`config.mk`:
```
export PLATFORM = sky130hd
export DESIGN_NAME = pn_corr_bank
export DESIGN_NICKNAME = d
export VERILOG_FILES = /design/src/rtl/pncb_pkg.sv /design/src/rtl/pn_corr_framer.sv /design/src/rtl/pn_corr_lane.sv /design/src/rtl/pn_corr_bank.sv
export SDC_FILE = /design/constraint.sdc
export NUM_CORES = 2
export LEC_CHECK = 0
export ABC_AREA = 1
export BUFFER_PORTS_ARGS = -buffer_cell sky130_fd_sc_hd__buf_2
export CORE_MARGIN = 2
export CORE_UTILIZATION = 30
export DETAILED_ROUTE_END_ITERATION = 16
export PLACE_DENSITY = 0.5
export SETUP_SLACK_MARGIN = 0.1
export SLEW_MARGIN = 20
export SYNTH_ARGS = -nofsm -noshare
export SYNTH_HDL_FRONTEND = slang
export SYNTH_SLANG_ARGS = --single-unit
```
`constraint.sdc`:
```
create_clock -name clk -period 4 [get_ports clk]
set_input_delay 0.8 -clock clk [delete_from_list [all_inputs] [get_ports clk]]
set_output_delay 0.8 -clock clk [all_outputs]
set_load 0.01 [all_outputs]
```
`src/rtl/pncb_pkg.sv`:
```
package pncb_pkg;

    localparam int LANES_DEF     = 32;
    localparam int SAMP_W_DEF    = 8;
    localparam int MAX_CHIPS_DEF = 1024;

    typedef enum logic {
        CHIP_NEG = 1'b0,
        CHIP_POS = 1'b1
    } chip_e;

    typedef struct packed {
        chip_e chip;
        logic  chip_en;
        logic  strobe;
    } chip_ctl_t;

    // sum of max_chips signed samples, incl. +2^(w-1)*max_chips
    function automatic int acc_width(input int samp_w, input int max_chips);
        return samp_w + $clog2(max_chips) + 1;
    endfunction

endpackage

```
`src/rtl/pn_corr_framer.sv`:
```
module pn_corr_framer
    import pncb_pkg::*;
(
    input  logic      clk,
    input  logic      rst,
    input  logic      chip_i,
    input  logic      chip_en_i,
    input  logic      sym_strobe_i,
    output chip_ctl_t ctl_o,
    output logic      valid_o
);
    always_comb begin
        ctl_o.chip    = chip_i ? CHIP_POS : CHIP_NEG;
        ctl_o.chip_en = chip_en_i;
        ctl_o.strobe  = sym_strobe_i;
    end

    always_ff @(posedge clk) begin
        if (rst) valid_o <= 1'b0;
        else     valid_o <= sym_strobe_i;
    end
endmodule

```
`src/rtl/pn_corr_lane.sv`:
```
module pn_corr_lane
    import pncb_pkg::*;
#(
    parameter int SAMP_W = SAMP_W_DEF,
    parameter int ACC_W  = acc_width(SAMP_W_DEF, MAX_CHIPS_DEF)
) (
    input  logic                     clk,
    input  logic                     rst,
    input  logic                     lane_en,
    input  chip_ctl_t                ctl,
    input  logic signed [SAMP_W-1:0] sample,
    output logic signed [ACC_W-1:0]  corr
);
    logic signed [ACC_W-1:0] ext;
    logic signed [ACC_W-1:0] prod;
    logic signed [ACC_W-1:0] acc_q;

    always_comb begin
        ext  = ACC_W'(sample);
        prod = (ctl.chip == CHIP_POS) ? ext : -ext;
    end

    always_ff @(posedge clk) begin
        if (rst || !lane_en) begin
            acc_q <= '0;
        end else if (ctl.strobe) begin
            acc_q <= ctl.chip_en ? prod : '0;
        end else if (ctl.chip_en) begin
            acc_q <= acc_q + prod;
        end
    end

    always_ff @(posedge clk) begin
        if (rst || !lane_en) corr <= '0;
        else if (ctl.strobe) corr <= acc_q;
    end
endmodule

```
`src/rtl/pn_corr_bank.sv`:
```
module pn_corr_bank
    import pncb_pkg::*;
#(
    parameter int LANES     = LANES_DEF,
    parameter int SAMP_W    = SAMP_W_DEF,
    parameter int MAX_CHIPS = MAX_CHIPS_DEF,
    parameter int ACC_W     = acc_width(SAMP_W, MAX_CHIPS)
) (
    input  logic                    clk,
    input  logic                    rst,
    input  logic [LANES*SAMP_W-1:0] samples_i,
    input  logic                    chip_i,
    input  logic                    chip_en_i,
    input  logic                    sym_strobe_i,
    input  logic [LANES-1:0]        lane_en_i,
    output logic [LANES*ACC_W-1:0]  corr_o,
    output logic                    corr_valid_o
);
    chip_ctl_t ctl;

    pn_corr_framer u_framer (
        .clk          (clk),
        .rst          (rst),
        .chip_i       (chip_i),
        .chip_en_i    (chip_en_i),
        .sym_strobe_i (sym_strobe_i),
        .ctl_o        (ctl),
        .valid_o      (corr_valid_o)
    );

    for (genvar g = 0; g < LANES; g++) begin : g_lane
        logic signed [ACC_W-1:0] lane_corr;

        pn_corr_lane #(
            .SAMP_W (SAMP_W),
            .ACC_W  (ACC_W)
        ) u_lane (
            .clk     (clk),
            .rst     (rst),
            .lane_en (lane_en_i[g]),
            .ctl     (ctl),
            .sample  (samples_i[g*SAMP_W +: SAMP_W]),
            .corr    (lane_corr)
        );

        assign corr_o[g*ACC_W +: ACC_W] = lane_corr;
    end
endmodule

```
==> impl_metrics.json <==
{
  "status": "complete, no violations",
  "clk_path_buf_depth": 4,
  "postCtsSetupRepairBufs": 0,
  "drive_above_1_share": 0.0997,
  "required_ns": 4.77,
  "area_growth_pct": 16.9,
  "min_path_type": "in -> reg",
  "route.met2.wl_um": 150000,
  "synthArstFlopShare": 0,
  "grt.overflow.total": 0,
  "power_w": 0.0370,
  "final_net_count": 15756,
  "p_sw_frac": 0.333,
  "die-area_mm2": 0.297,
  "cpPeakStageDelay_ns": 0.41,
  "routed.top_layer": "met5",
  "met3RoutedLength_um": 18800,
  "end_kind": "flip-flop",
  "timing.setup.tns_ns": 0,
  "io_pins": 902,
  "min_path_cells": 2,
  "drc_errors": 0,
  "p_clk_frac": 0.426,
  "arrival_ns": 3.74,
  "switchingPower_w": 0.0123,
  "start_kind": "input port",
  "drt_first_pass_iters": 6,
  "clk_pin_slew_ns": 0.06,
  "synth_warnings": 0,
  "grt_pass1_wl_um": 519000,
  "hold_viol_final": 0,
  "yosys.area.top_type_share": 0.277,
  "via_per_inst": 4.85,
  "ff2ff_path_depth": 12,
  "pwr-share-comb": 0.226,
  "grt_max_degree": 153,
  "cp_top_family": "compound AO/OA/AOI/OAI gates",
  "grt_pass1_vias": 85928,
  "min_period_ns": 2.97,
  "rsz0062_at_grt": "false",
  "routed_wirelength_um": 340000,
  "p_leak_nw": 50.3,
  "syn_nets": 14985,
  "ys_seq_elements": 1217,
  "io_buffers": 901,
  "ant_nets": 0,
  "synth-edff-count": 0,
  "htreeDepth": 4,
  "tightest_slew_ns": 0.977,
  "syn_area_mm2": 0.0879,
  "route.vias.total": 90973,
  "p_int_w": 0.0247,
  "clock_skew_ns": 0.0490,
  "core_region_area_mm2": 0.291,
  "critical_path_buf_inv_count": 3,
  "maxCapViolations": 0,
  "gp_congestion": 0.914,
  "cp_max_fo": 45,
  "cts_tree": "yes",
  "setup_viol": 0,
  "timing.final.crit_share": 0.742,
  "cts_buffers": 164,
  "critPathMostFrequentCell": "nand2_1",
  "synth_area_per_cell_um2": 6.31,
  "synth.top_cells.by_count": "nand2_1, inv_1, a21oi_1, dfxtp_1, nor2_1",
  "relSlewSlack": 0.348,
  "drv_slew": 0,
  "worst-path-stages": 15,
  "die_h_um": 545,
  "start_util": 0.302,
  "reg2reg_slack_ns": 1.69,
  "dp_hpwl_um": 256000,
  "antenna_found_initial": 43,
  "floorplan.die.width_um": 545,
  "clock_sinks": 1217,
  "ir_worst_vdd_mv": 0.311,
  "grt_use_total": 0.219,
  "ctsHoldBuffers": 0,
  "synthMostInstantiatedCell": "nand2_1",
  "path_class": "in -> reg",
  "ys_seq_area_frac": 0.277,
  "synthCells": 13926,
  "path_cells": "buf_8 -> clkinv_16 -> buf_12 -> nor2_2 -> nor2_1 -> o21a_1 -> ha_1 -> a21oi_1 -> a21boi_0 -> nand3_1 -> nand2_1 -> nand2_1 -> nand2_1 -> nand3_1 -> a21oi_1",
  "first_iter_violations": 5735,
  "wl_per_cell_um": 18.1,
  "ctsRootBufferMaster": "clkbuf_16",
  "met1_length_um": 161000,
  "ys.flop_type": "dfxtp_1",
  "fmax_ghz": 0.337,
  "p_seq_frac": 0.348,
  "synth_cell_types": 53,
  "cts_resized": 0,
  "num_rows": 198,
  "synth.largest_area_cell": "dfxtp_1",
  "clkLatencyLatePin_ns": 0.87,
  "synthTopCellsByArea": "dfxtp_1, nand2_1, ha_1",
  "power.density_mw_per_mm2": 360,
  "critPathSlowestCell": "a21boi_0"
}
-- per-layer routing --
| metal | track usage | vias to the layer above |
|---|---|---|
| li1 | - | 46770 |
| met5 | 0 | - |
| met4 | 0.0619 | 30 |
| met1 | 0.299 | 41715 |
| met3 | 0.0353 | 363 |
| met2 | 0.356 | 2095 |
-- flip-flops by register name, indices dropped and copies added, names as in the netlist --
| signal | cells |
|---|---|
| g_lane.u_lane.corr | 608 |
| u_framer.valid_o | 1 |
| g_lane.u_lane.acc_q | 608 |
-- per-stage QoR --
stage | instances | setup slack (ns) | utilization | area, um^2 | hold slack [ns]
6_report | 18749 | 1.03 | 0.353 | 103000 | 0.177
5_1_grt | 18737 | 0.762 | 0.353 | 103000 | 0.122
4_1_cts | 18725 | 1.15 | 0.353 | 103000 | 0.0815
3_5_place_dp | 18431 | 0.200 | 0.333 | 97100 | 0.450
3_3_place_gp | 18431 | 0.289 | 0.333 | 97100 | 0.447
2_1_floorplan | 13926 | 0.863 | - | 87900 | 0.445
-- cells by family after synthesis --
kind of cell	synth area share
XOR/XNOR	0.0315
adder cells (fa/ha/maj)	0.112
AND/OR/NAND/NOR	0.300
flip-flops	0.277
buffers and inverters	0.0995
AO/OA/AOI/OAI	0.180
-- path summary, 6_finish.rpt --
kind,from,to
min,rst,u_framer.valid_o
max,chip_i,g_lane[25].u_lane.acc_q[18]
min reg2reg,g_lane[13].u_lane.corr[9],g_lane[13].u_lane.corr[9]
max reg2reg,g_lane[4].u_lane.acc_q[0],g_lane[4].u_lane.acc_q[12]
-- final cells by class --
| cell class | instances | area (um^2) |
|---|---|---|
| Multi-Input combinational cell | 10487 | 54800 |
| Clock buffer | 221 | 4670 |
| Sequential cell | 1217 | 24400 |
| Fill cell | 32310 | 189000 |
| Inverter | 1743 | 6600 |
| Antenna cell | 24 | 60.1 |
| Clock inverter | 73 | 973 |
| Tap cell | 3900 | 4880 |
| Timing Repair Buffer | 1084 | 6420 |
-- placed cells by master (no fill, tap or decap), types with 24 or more instances in the layout --
cell       netlist  routed
nor2_4          34      35
nand3_1        820     820
clkbuf_1       230      25
a21o_1          58      58
diode_2          0      24
inv_1         1728    1727
o21ai_0        773     773
xnor2_1         67      67
nor2_1        1132    1132
o21a_1          55      55
fa_1            32      32
clkbuf_8         0      29
nand2_1       4249    4249
clkbuf_16        0     167
dfxtp_1       1217    1217
o21bai_1        59      59
a21oi_1       1585    1585
clkinv_2         0      28
a31oi_1        143     143
ha_1           734     734
nor3_1          79      79
nand3b_1        69      69
nand4_1         28      28
xor2_1         227     227
buf_4            8     143
a22oi_1         36      36
o221ai_1        49      49
buf_12           1      41
a21boi_0        32      32
and2_1          47      47
buf_2          220     898
a221oi_1        24      24
-- power by group through the flow --
stage	combinational, W	clock [W]	sequential (W)
floorplan	0.00584	0	0.0131
global placement	0.00832	0	0.0132
detailed placement	0.00830	0	0.0132
CTS	0.00834	0.0163	0.0129
global route	0.00948	0.0166	0.0129
finish	0.00836	0.0158	0.0129
Note: power is estimated with default switching activity, not from simulation.
